===== src/rtl/eep_pkg.sv =====
package eep_pkg;
  localparam int unsigned ADDR_W = 6;
  localparam int unsigned WORD_W = 16;
  localparam int unsigned CMD_W  = 11;
  localparam logic [2:0]  RD_OP  = 3'b110;

  typedef enum logic [2:0] {
    ST_IDLE, ST_CSLO, ST_CMD_LO, ST_CMD_HI, ST_DAT_LO, ST_DAT_HI, ST_TAIL
  } eep_state_e;
endpackage


===== src/rtl/eep_rd_engine.sv =====
module eep_rd_engine
  import eep_pkg::*;
#(
  parameter int unsigned HALF_CYC = 4
) (
  input  logic              clk_i,
  input  logic              rst_ni,
  input  logic              start_i,
  input  logic [ADDR_W-1:0] addr_i,
  output logic              busy_o,
  output logic              done_o,
  output logic [WORD_W-1:0] word_o,
  output logic              cs_o,
  output logic              sk_o,
  output logic              di_o,
  input  logic              do_i
);
  localparam int unsigned TMR_W = (HALF_CYC > 1) ? $clog2(HALF_CYC) : 1;
  localparam logic [TMR_W-1:0] TMR_LD = TMR_W'(HALF_CYC - 1);
  localparam int unsigned CNT_W = $clog2(WORD_W);
  localparam logic [CNT_W-1:0] CMD_LAST = CNT_W'(CMD_W - 1);
  localparam logic [CNT_W-1:0] DAT_LAST = CNT_W'(WORD_W - 1);

  eep_state_e        state_q;
  logic [TMR_W-1:0]  tmr_q;
  logic [CNT_W-1:0]  cnt_q;
  logic [CMD_W-1:0]  cmd_q;
  logic [WORD_W-1:0] dat_q, word_q;
  logic              cs_q, sk_q, di_q, done_q;
  logic              phase_end;

  assign phase_end = (tmr_q == '0);

  always_ff @(posedge clk_i or negedge rst_ni) begin
    if (!rst_ni) begin
      state_q <= ST_IDLE;
      tmr_q   <= '0;
      cnt_q   <= '0;
      cmd_q   <= '0;
      dat_q   <= '0;
      word_q  <= '0;
      cs_q    <= 1'b0;
      sk_q    <= 1'b0;
      di_q    <= 1'b0;
      done_q  <= 1'b0;
    end else begin
      done_q <= 1'b0;
      if (state_q == ST_IDLE) begin
        if (start_i) begin
          cmd_q   <= {2'b00, RD_OP, addr_i};
          cnt_q   <= '0;
          tmr_q   <= TMR_LD;
          state_q <= ST_CSLO;
        end
      end else begin
        tmr_q <= phase_end ? TMR_LD : tmr_q - 1'b1;
        if (phase_end) begin
          unique case (state_q)
            ST_CSLO: begin
              cs_q    <= 1'b1;
              di_q    <= cmd_q[CMD_W-1];
              state_q <= ST_CMD_LO;
            end
            ST_CMD_LO: begin
              sk_q    <= 1'b1;
              state_q <= ST_CMD_HI;
            end
            ST_CMD_HI: begin
              sk_q <= 1'b0;
              if (cnt_q == CMD_LAST) begin
                cnt_q   <= '0;
                di_q    <= 1'b0;
                state_q <= ST_DAT_LO;
              end else begin
                cnt_q   <= cnt_q + 1'b1;
                cmd_q   <= cmd_q << 1;
                di_q    <= cmd_q[CMD_W-2];
                state_q <= ST_CMD_LO;
              end
            end
            ST_DAT_LO: begin
              sk_q    <= 1'b1;
              state_q <= ST_DAT_HI;
            end
            ST_DAT_HI: begin
              sk_q  <= 1'b0;
              dat_q <= {dat_q[WORD_W-2:0], do_i};
              if (cnt_q == DAT_LAST) begin
                state_q <= ST_TAIL;
              end else begin
                cnt_q   <= cnt_q + 1'b1;
                state_q <= ST_DAT_LO;
              end
            end
            ST_TAIL: begin
              cs_q    <= 1'b0;
              word_q  <= dat_q;
              done_q  <= 1'b1;
              state_q <= ST_IDLE;
            end
            default: state_q <= ST_IDLE;
          endcase
        end
      end
    end
  end

  assign busy_o = (state_q != ST_IDLE);
  assign done_o = done_q;
  assign word_o = word_q;
  assign cs_o   = cs_q;
  assign sk_o   = sk_q;
  assign di_o   = di_q;

  AST_SK_WITHIN_CS: assert property (@(posedge clk_i) disable iff (!rst_ni)
    sk_o |-> cs_o);
  AST_DI_HELD_AT_RISE: assert property (@(posedge clk_i) disable iff (!rst_ni)
    $rose(sk_o) |-> $stable(di_o));
  AST_CS_RISE_AFTER_LOW: assert property (@(posedge clk_i) disable iff (!rst_ni)
    $rose(cs_o) |-> $past(busy_o) && $past(state_q) == ST_CSLO);
  AST_DONE_CLOSES: assert property (@(posedge clk_i) disable iff (!rst_ni)
    done_o |-> !busy_o && !cs_o && !sk_o);
  AST_DONE_SINGLE: assert property (@(posedge clk_i) disable iff (!rst_ni)
    done_o |=> !done_o);
  AST_BUSY_IGNORES_START: assert property (@(posedge clk_i) disable iff (!rst_ni)
    busy_o && !done_o && start_i && state_q != ST_TAIL |=> busy_o);
  AST_NO_PHASE_SKIP: assert property (@(posedge clk_i) disable iff (!rst_ni)
    busy_o && !phase_end |=> $stable(sk_o) && $stable(cs_o));
endmodule


===== src/rtl/eep_boot_seq.sv =====
module eep_boot_seq
  import eep_pkg::*;
#(
  parameter int unsigned BOOT_WORDS = 16,
  parameter int unsigned MAC_BYTE   = 20,
  parameter int unsigned MAC_BYTES  = 6
) (
  input  logic                   clk_i,
  input  logic                   rst_ni,
  input  logic                   eng_busy_i,
  input  logic                   eng_done_i,
  input  logic [WORD_W-1:0]      eng_word_i,
  output logic                   seq_act_o,
  output logic                   seq_start_o,
  output logic [ADDR_W-1:0]      seq_addr_o,
  output logic [8*MAC_BYTES-1:0] mac_o,
  output logic                   mac_valid_o
);
  localparam int unsigned IDX_W    = $clog2(BOOT_WORDS + 1);
  localparam int unsigned MAC_W0   = MAC_BYTE / 2;
  localparam int unsigned MAC_WN   = (MAC_BYTES + 1) / 2;
  localparam logic [IDX_W-1:0] IDX_LAST = IDX_W'(BOOT_WORDS - 1);

  logic             act_q, wait_q, valid_q;
  logic [IDX_W-1:0] idx_q;
  logic [WORD_W-1:0] mw_q [MAC_WN];

  assign seq_start_o = act_q && !wait_q && !eng_busy_i;
  assign seq_addr_o  = ADDR_W'(idx_q);

  always_ff @(posedge clk_i or negedge rst_ni) begin
    if (!rst_ni) begin
      act_q   <= 1'b1;
      wait_q  <= 1'b0;
      valid_q <= 1'b0;
      idx_q   <= '0;
    end else if (act_q) begin
      if (seq_start_o) wait_q <= 1'b1;
      if (eng_done_i && wait_q) begin
        wait_q <= 1'b0;
        idx_q  <= idx_q + 1'b1;
        if (idx_q == IDX_LAST) begin
          act_q   <= 1'b0;
          valid_q <= 1'b1;
        end
      end
    end
  end

  for (genvar w = 0; w < MAC_WN; w++) begin : g_mw
    always_ff @(posedge clk_i or negedge rst_ni) begin
      if (!rst_ni) mw_q[w] <= '0;
      else if (act_q && wait_q && eng_done_i && idx_q == IDX_W'(MAC_W0 + w))
        mw_q[w] <= eng_word_i;
    end
  end

  // byte MAC_BYTE lands in the top byte of mac_o; low byte of a word is the even byte
  for (genvar b = 0; b < MAC_BYTES; b++) begin : g_mb
    localparam int unsigned ABS = MAC_BYTE + b;
    localparam int unsigned WI  = ABS / 2 - MAC_W0;
    localparam int unsigned HI  = ABS % 2;
    assign mac_o[8*(MAC_BYTES-b)-1 -: 8] = mw_q[WI][8*HI +: 8];
  end

  assign seq_act_o   = act_q;
  assign mac_valid_o = valid_q;

  AST_VALID_STICKY: assert property (@(posedge clk_i) disable iff (!rst_ni)
    mac_valid_o |=> mac_valid_o && $stable(mac_o));
  AST_SWEEP_ORDER: assert property (@(posedge clk_i) disable iff (!rst_ni)
    seq_start_o && idx_q != '0 |-> $past(idx_q) == idx_q - 1'b1 || $past(idx_q) == idx_q);
  AST_ACT_EXCLUSIVE: assert property (@(posedge clk_i) disable iff (!rst_ni)
    !(act_q && valid_q));
endmodule


===== src/rtl/eep_cfg_boot.sv =====
module eep_cfg_boot
  import eep_pkg::*;
#(
  parameter int unsigned HALF_CYC   = 4,
  parameter int unsigned BOOT_WORDS = 16,
  parameter int unsigned MAC_BYTE   = 20
) (
  input  logic        clk_i,
  input  logic        rst_ni,
  input  logic        rd_start_i,
  input  logic [5:0]  rd_addr_i,
  output logic [15:0] rd_word_o,
  output logic        rd_done_o,
  output logic        busy_o,
  output logic [47:0] mac_o,
  output logic        mac_valid_o,
  output logic        eep_cs_o,
  output logic        eep_sk_o,
  output logic        eep_di_o,
  input  logic        eep_do_i
);
  logic              eng_start, eng_busy, eng_done;
  logic [ADDR_W-1:0] eng_addr, seq_addr;
  logic [WORD_W-1:0] eng_word;
  logic              seq_act, seq_start;

  eep_boot_seq #(
    .BOOT_WORDS(BOOT_WORDS),
    .MAC_BYTE  (MAC_BYTE),
    .MAC_BYTES (6)
  ) u_seq (
    .clk_i      (clk_i),
    .rst_ni     (rst_ni),
    .eng_busy_i (eng_busy),
    .eng_done_i (eng_done),
    .eng_word_i (eng_word),
    .seq_act_o  (seq_act),
    .seq_start_o(seq_start),
    .seq_addr_o (seq_addr),
    .mac_o      (mac_o),
    .mac_valid_o(mac_valid_o)
  );

  assign eng_start = seq_act ? seq_start : rd_start_i;
  assign eng_addr  = seq_act ? seq_addr  : rd_addr_i;

  eep_rd_engine #(.HALF_CYC(HALF_CYC)) u_eng (
    .clk_i  (clk_i),
    .rst_ni (rst_ni),
    .start_i(eng_start),
    .addr_i (eng_addr),
    .busy_o (eng_busy),
    .done_o (eng_done),
    .word_o (eng_word),
    .cs_o   (eep_cs_o),
    .sk_o   (eep_sk_o),
    .di_o   (eep_di_o),
    .do_i   (eep_do_i)
  );

  assign rd_word_o = eng_word;
  assign rd_done_o = eng_done && !seq_act;
  assign busy_o    = eng_busy || seq_act;

  AST_NO_HOST_DONE_IN_BOOT: assert property (@(posedge clk_i) disable iff (!rst_ni)
    !mac_valid_o |-> !rd_done_o);
  AST_BUSY_DURING_SWEEP: assert property (@(posedge clk_i) disable iff (!rst_ni)
    !mac_valid_o |-> busy_o);
endmodule


===== config.mk =====
export PLATFORM = sky130hd
export DESIGN_NAME = eep_cfg_boot
export DESIGN_NICKNAME = d
export VERILOG_FILES = /design/src/rtl/eep_pkg.sv /design/src/rtl/eep_rd_engine.sv /design/src/rtl/eep_boot_seq.sv /design/src/rtl/eep_cfg_boot.sv
export SDC_FILE = /design/constraint.sdc
export NUM_CORES = 1
export LEC_CHECK = 0
export BUFFER_PORTS_ARGS = -buffer_cell sky130_fd_sc_hd__buf_2
export CORE_MARGIN = 5
export CORE_UTILIZATION = 57
export CTS_BUF_LIST = sky130_fd_sc_hd__clkbuf_8
export DETAILED_ROUTE_END_ITERATION = 10
export PLACE_DENSITY = 0.81
export RECOVER_POWER = 100
export SYNTH_ARGS = -nofsm -noshare
export SYNTH_HDL_FRONTEND = slang
export SYNTH_HIERARCHICAL = 1
export SYNTH_SLANG_ARGS = --single-unit

===== constraint.sdc =====
create_clock -name clk_i -period 6 [get_ports clk_i]
set_clock_uncertainty 0.05 [all_clocks]
set_input_delay 0.9 -clock clk_i [delete_from_list [all_inputs] [get_ports clk_i]]
set_output_delay 0.9 -clock clk_i [all_outputs]
set_load 0.005 [all_outputs]

# Word level (Yosys, flattened, before mapping)
# Index checks and enable logic that the tools add are counted.
# word_totals
register_bits,112
latch_bits,0
ramBits,0
mem_bits_ro,0
in_bits,10
out_inout_bits,70
wordCells,106
memories,0
# classes
add_sub_neg,3
mul,0
n_div,0
magnitude_cmp,0
n_eq_ne,15
shift,0
mux,34
n_bitwise,1
reduce_logical,36
# op_table
operator,count
$mux W11,5
$eq A5 B4 Y1 const B,4
$mux W4,5
$reduce_and A3 Y1,6
$pmux W3 S5,1
$mux W3,4
$reduce_bool A2 Y1,6
$mux W1,10
$eq A3 B3 Y1 const B,3
$logic_and A1 B1 Y1,9
$eq A4 B4 Y1 const B,2
$mux W2,4
$pmux W4 S2,1
$reduce_and A4 Y1,2
$eq A3 B2 Y1 const B,2
$mux W6,1
$pmux W1 S2,3
$reduce_and A2 Y1,3
$reduce_bool A3 Y1,2
$add A5 B1 Y5 const B,1
$add A4 B1 Y4 const B,1
$reduce_or A2 Y1,2
$eq A3 B1 Y1 const B,1
$logic_not A1 Y1,3
other kinds (8),8

# Longest topological paths before layout
# Gate-level depths: netlist (run 1).
# logic_depth
depth_word,6
mapped_depth,10
mapped_depth_nobuf,8

# By module
# Netlist (run 1), hierarchy kept.
# modules_own_cells
mod,n_inst,cells_each,area_each_um2,seq_area_each_um2
eep_rd_engine,1,191,2419.8,1401.3
eep_boot_seq,1,141,2303.5,1402.6
eep_cfg_boot,1,10,131.4,0.0

# Worst setup path after synthesis (run 1)
# Ideal clock, no wire load.
# synth_timing
path_type,reg2reg
from,reg u_eng.state_q[0]
to,reg u_eng.cnt_q[3]
setup_time_ns,0.082
t_arrival_ns,2.575
required_time_ns,5.868
slack_ns,3.293
path_stages_with_launch,11
n_path_buf,2
synth_period_minus_slack_ns,2.707
cell_sequence,dfrtp_1 buf_2 nor3_2 inv_1 nor3_1 mux2_4 or4b_4 buf_6 o221a_4 nand2b_4 o22ai_1
# synth_via
elab_chain_len,6
word_cells_on_any_way,15
classes_between,eq/ne (4); mux (4); reduce/logical (7)
# synth_rtl
item,line_no,rtl
start: declaration,eep_rd_engine.sv:24,eep_state_e state_q;
start signal: assignment,eep_rd_engine.sv:36,state_q <= ST_IDLE;
start signal: assignment,eep_rd_engine.sv:53,state_q <= ST_CSLO;
start signal: assignment,eep_rd_engine.sv:62,state_q <= ST_CMD_LO;
$reduce_bool A3 Y1,eep_rd_engine.sv:108,assign busy_o = (state_q != ST_IDLE);
net eng_busy,eep_cfg_boot.sv:22,"logic eng_start, eng_busy, eng_done;"
$logic_not A1 Y1,eep_boot_seq.sv:28,assign seq_start_o = act_q && !wait_q && !eng_busy_i;
$logic_and A1 B1 Y1,eep_boot_seq.sv:28,
net seq_start,eep_cfg_boot.sv:25,"logic seq_act, seq_start;"
$mux W1,eep_cfg_boot.sv:44,assign eng_start = seq_act ? seq_start : rd_start_i;
net eng_start,eep_cfg_boot.sv:22,
$ne A2 B2 Y1 (no line),n/a,
$reduce_and A4 Y1 (no line),n/a,
end signal: assignment,eep_rd_engine.sv:75,cnt_q <= cnt_q + 1'b1;
end signal: assignment,eep_rd_engine.sv:91,cnt_q <= cnt_q + 1'b1;
end: declaration,eep_rd_engine.sv:26,logic [CNT_W-1:0] cnt_q;
# The timed path passes the listed nets, and every way through them passes these cells. The select of a mux whose other input is x is not followed.
# A chain may end at the register's enable or synchronous reset.

# Final worst setup path (run 1)
# layout_timing
from,reg u_eng.state_q[2]
to,reg u_eng.cnt_q[3]
# The elaborated chain is that of the path after synthesis.

==> results of run 1 <==
## layer usage
| layer | share of wire [%] | GRT usage, % | up-vias |
|---|---|---|---|
| met5 | 0 | 0 | - |
| met4 | 0.95 | 4.94 | 0 |
| met3 | 6.2 | 4.37 | 10 |
| met2 | 49 | 29.4 | 99 |
| met1 | 44 | 28.1 | 1473 |
| li1 | - | - | 1361 |
## through the flow
stage | power [mW] | hold slack (ns) | cell area, µm² | std cells | util (%)
finish | 1.54 | 0.426 | 5270 | 528 | 63.8
global route | 1.62 | 0.457 | 5270 | 528 | 63.8
CTS | 1.56 | 0.416 | 5460 | 528 | 66.2
detailed placement | 1.13 | 0.403 | 5280 | 512 | 63.9
global placement | 1.11 | 0.402 | 5280 | 512 | 63.9
floorplan | 1.06 | 0.378 | 4850 | 342 | -
## layout make-up
class                           instances  area [µm²]  share of cell area (%)
Inverter                               13        48.8                   0.927
Sequential cell                       112        2800                    53.3
Multi-Input combinational cell        202        1740                    33.1
Tap cell                              105         131                    2.50
Clock inverter                          6        51.3                   0.974
Clock buffer                           10         138                    2.61
Timing Repair Buffer                   80         349                    6.63
## where the power goes
part / switching, mW / internal (mW) / total (mW)
Combinational: 0.141 / 0.0936 / 0.234
Sequential: 0.0566 / 0.816 / 0.873
Clock: 0.262 / 0.169 / 0.430
## Yosys cell counts (2+ instances only)
| cell | number |
|---|---|
| nand4_4 | 2 |
| o22a_1 | 2 |
| o21ai_1 | 2 |
| dfrtp_1 | 111 |
| mux2_4 | 27 |
| buf_4 | 2 |
| o21ai_0 | 13 |
| mux2_2 | 60 |
| xnor2_1 | 4 |
| nand2b_1 | 4 |
| nor2_1 | 6 |
| mux2i_1 | 5 |
| a31oi_1 | 3 |
| nand3_1 | 9 |
| buf_6 | 6 |
| a22o_1 | 2 |
| inv_1 | 13 |
| nand2_1 | 15 |
| nor3_1 | 4 |
| a21oi_1 | 10 |
| ha_1 | 7 |
| and3_1 | 2 |
| buf_2 | 6 |
## worst max-delay path: cells and delay by family, from the launching register on
family | cells | cell delay [ns]
buffers and inverters | 1 | 0.31
and+or+nand+nor | 4 | 2.09
AOI/OAI and AO/OA | 2 | 0.46
muxes | 1 | 0.26
DFF | 1 | 0.54
## final timing paths
path                                  start              end  slack [ns]  depth (start not counted)
max                        u_eng/state_q[2]   u_eng/cnt_q[3]        2.21                          8
min                            u_eng/done_o  u_seq/seq_act_o        0.43                          1
max reg2reg                u_eng/state_q[2]   u_eng/cnt_q[3]        2.21                          8
min reg2reg                    u_eng/done_o  u_seq/seq_act_o        0.43                          1
max in group asynchronous            rst_ni   u_eng/cmd_q[6]        2.28                          2
min in group asynchronous            rst_ni   u_seq/idx_q[2]        1.63                          1
## cells by family after synthesis
family                     share of synthesized area [%]
AOI/OAI and AO/OA                                   5.36
xor gates and xnor gates                           0.722
adders and majority gates                           1.80
buffers and inverters                               3.40
DFF                                                 57.8
muxes                                               23.3
other                                             0.0772
and+or+nand+nor                                     7.58
## state kept, by name, indices dropped and copies added (netlist names)
name and flops:
u_eng/cmd_q 11, u_eng/cnt_q 4, u_eng/cs_o 1, u_eng/dat_q 16, u_eng/di_o 1, u_eng/done_o 1, u_eng/sk_o 1, u_eng/state_q 3
u_eng/tmr_q 2, u_eng/word_o 16, u_seq/idx_q 5, u_seq/mac_o 48, u_seq/mac_valid_o 1, u_seq/seq_act_o 1, u_seq/wait_q 1
==> results.yml, run 1 <==
run_status:
  status: "finished, violations left"
  violations: "capacitance limit, slew limit"
routing:
  wl_per_cell_um: 17.8
  vias: 2943
  drt_wl_total_um: 9410
  drt_first_iter_violations: 139
  drc: 0
  vias_per_cell: 5.57
  drtPass1Iterations: 4
  final_antenna_net_count: 0
floorplan:
  die_w_um: 102
  core_um2: 8260
  die-area_um2: 10500
  rows: 33
  initial_core_util_pct: 58.8
  ios: 80
  die_h_um: 102
cells_and_area:
  fill_cells: 654
  antenna_cells: 0
  fin_nets: 435
  syn_to_final_growth_pct: 8.45
  drive_gt1_share_pct: 28.6
  mostFrequentLayoutCells: "111 x dfrtp_1, 60 x mux2_2, 43 x clkbuf_1"
  layout_commonest_cell: "dfrtp_1"
synth:
  netlist_area_um2: 4850
  synth_edf_count: 0
  synth_area_per_cell_um2: 14.2
  yosys_warnings: 6
  synthFlopType: "dfrtp_1"
  synthArstFlopShare_pct: 100
  synth_seq_area_share_pct: 57.8
  synth_top_area_share_pct: 57.2
  synthesis.nets: 359
  synth.distinct_cells: 50
  yosys-top-cells-area: "dfrtp_1 57%, mux2_2 14%, mux2_4 8.4%"
  synth_top_area_cell: "dfrtp_1"
  netlist_instances: 342
  ys_ff_latch: 112
worst_hold_path:
  hold_class: "flop to flop"
power:
  power.density_nw_per_um2: 292
  ir_drop_mv: 0.144
  power.leakage_nw: 2.68
grt:
  grt_max_degree: 66
  grt_pass1_wl_um: 15500
  grt_overflow: 0
  antenna_found_initial: 0
  grt_pass1_vias: 3018
  grtUsageTotal_pct: 19.2
critical_path:
  end_kind: "flop"
  cp.required_ns: 6.24
  worstPathCellList: "nor3_1 > inv_1 > nor3_1 > mux2_1 > or4b_1 > o221a_1 > nand2b_1 > o22ai_1"
  critical_path_class: "flop to flop"
  worstPathMaxFanout: 15
  path_common_cell: "nor3_1"
  crit_arrival_ns: 4.03
  critPathMaxStageDelay_ns: 0.99
  cp-start-kind: "flop"
  worst_path_max_delay_cell: "nor3_1"
clock_tree:
  htree_levels: 3
  path_clk_slew_ns: 0.11
  cts_root_buf: "clkbuf_8"
  cts_hold_buf: 0
  cts_buffers: 9
  cts_tree: "done"
  insertion_delay_ns: 0.37
  cts_resized: 0
  post_cts_buffers: 0
  cts_buffer_depth: 2
  cts_sinks: 112
timing:
  hold_viol_final: 0
  worstMarginPinSlew_ns: 3.42
  min_period_ns: 3.79
  slew_viol_final: 83
  fmax_ghz: 0.264
  relSlewSlack_pct: -128
  setup_violations: 0
  min_period_over_period_pct: 63.1
  fin_ws_ns: 2.21
  tns_ns: 0
  rsz0062_at_grt: "false"
placed_design:
  dpl.hpwl_um: 6350
  post-place-ws_ns: 2.98
  gp_congestion: 0.900
  portBuffers: 79
flow_run:
  maxCapViolCount: 2
Power figures use the tool's default switching activity.
==> run 2: changes to the inputs <==
CORE_UTILIZATION = 53   (was 57)
PLACE_DENSITY = 0.79   (was 0.81)
clock period = 3 ns   (was 6 ns; I/O delays follow)
==> results.yml, run 2 (same netlist as run 1, synthesis figures left out) <==
run_status:
  status: "finished, violations left"
  violations: "capacitance limit, slew limit"
power:
  ir_drop_mv: 0.264
  power.density_nw_per_um2: 570
  power.leakage_nw: 2.77
grt:
  grt_pass1_vias: 3153
  antenna_found_initial: 0
  grt_pass1_wl_um: 15800
  grt_max_degree: 50
  grtUsageTotal_pct: 17.3
  grt_overflow: 0
critical_path:
  worst_path_max_delay_cell: "dfstp_1"
  cp-startpoint: "u_seq/seq_act_o"
  critPathMaxStageDelay_ns: 0.86
  crit_path_end: "u_eng/cnt_q[3]"
  cp-start-kind: "flop"
  rr_worst_depth: 7
  cp.required_ns: 3.24
  worstPathCellList: "inv_1 > nor3_1 > mux2_1 > or4b_4 > o221a_4 > nand2b_4 > o22ai_1"
  r2r-end: "u_eng/cnt_q[3]"
  end_kind: "flop"
  crit_arrival_ns: 2.89
  critical_path_class: "flop to flop"
  reg2reg_from: "u_seq/seq_act_o"
  rrSetupSlack_ns: 0.35
  worstPathMaxFanout: 13
clock_tree:
  cts_tree: "done"
  path_clk_slew_ns: 0.10
  htree_levels: 3
  cts_root_buf: "clkbuf_8"
  cts_sinks: 112
  post_cts_buffers: 0
  cts_buffers: 9
  cts_hold_buf: 0
  cts_buffer_depth: 2
  insertion_delay_ns: 0.36
  cts_resized: 0
cells_and_area:
  layout_commonest_cell: "dfrtp_1"
  fin_nets: 439
  final_cells: 538
  seqCellArea_um2: 2800
  drive_gt1_share_pct: 31.6
  fill_cells: 761
  syn_to_final_growth_pct: 10.7
  largest_register_ffs: 48
  mostFrequentLayoutCells: "111 x dfrtp_1, 60 x mux2_2, 41 x buf_2"
  multi_input_area_um2: 1800
  antenna_cells: 0
routing:
  drc: 0
  wl_per_cell_um: 16.6
  drtPass1Iterations: 4
  vias: 2924
  drt_wl_total_um: 8940
  vias_per_cell: 5.43
  drt_first_iter_violations: 103
  final_antenna_net_count: 0
timing:
  setup_violations: 0
  min_period_ns: 2.65
  fin_ws_ns: 0.351
  min_period_over_period_pct: 88.3
  worstMarginPinSlew_ns: 2.10
  whs_ns: 0.275
  fmax_ghz: 0.378
  rsz0062_at_grt: "false"
  relSlewSlack_pct: -40.3
  hold_viol_final: 0
  slew_viol_final: 39
  tns_ns: 0
floorplan:
  die-area_um2: 11200
  die_h_um: 106
  initial_core_util_pct: 53.6
  rows: 35
  core_um2: 9060
  ios: 80
  die_w_um: 106
placed_design:
  post-place-ws_ns: 0.512
  gp_congestion: 0.827
  dpl.hpwl_um: 6310
  portBuffers: 79
  dp.cells: 522
worst_hold_path:
  hold_path_depth: 2
  hold_class: "input port to flop"
flow_run:
  maxCapViolCount: 1
-- run 2: changes by cell type in the layout (fill, tap and decap cells not counted), sizes merged --
cell      before  now
clkinv         0    4
buf           37   44
clkbuf        53   49
clkinvlp       3    0
-- run 2: final cells by class --
class | count | area share [%]
repair buffers | 84 | 7.27
well taps | 111 | 2.58
flip-flops and latches | 112 | 52.2
clock inverters | 7 | 1.16
multi-input cells | 202 | 33.6
inverters | 13 | 0.908
clock buffers | 9 | 2.31
-- run 2: where the power goes --
group	internal, mW	switching [mW]
clock	0.320	0.519
combinational	0.202	0.275
sequential	1.63	0.113
total	2.15	0.907
-- run 2: per-layer routing --
| layer | routed length, µm | GRT usage [%] | part of all wire, % |
|---|---|---|---|
| met4 | 119 | 5.83 | 1.3 |
| met3 | 346 | 3.55 | 3.9 |
| met2 | 4380 | 28.2 | 49 |
| met1 | 4100 | 23.2 | 46 |
| met5 | 0 | 0 | 0 |
-- run 2: through the flow --
step           area (µm²)  power (mW)  utilization (%)
2_1_floorplan        4850        2.12                -
3_3_place_gp         5330        2.23             58.7
3_5_place_dp         5330        2.26             58.7
4_1_cts              5510        3.10             60.8
5_1_grt              5370        3.26             59.3
6_report             5370        3.06             59.3
-- run 2: worst min-delay path by stage --
stage | start | endpoint | slack [ns]
finish | eep_do_i | u_eng/dat_q[0] | 0.28
global route | eep_do_i | u_eng/dat_q[0] | 0.27
detailed placement | u_seq/mac_valid_o | u_seq/mac_valid_o | 0.40
global placement | u_seq/mac_valid_o | u_seq/mac_valid_o | 0.39
floorplan | rst_ni | u_eng/cmd_q[0] | 0.10
CTS | rst_ni | u_seq/idx_q[0] | 0.003
-- run 2: critical path, delay by kind of cell (launching register included) --
kind                   cells  cell delay, ns
buffers and inverters      1            0.12
and+or+nand+nor            3            0.92
muxes                      1            0.27
AOI/OAI and AO/OA          2            0.35
DFF                        1            0.86
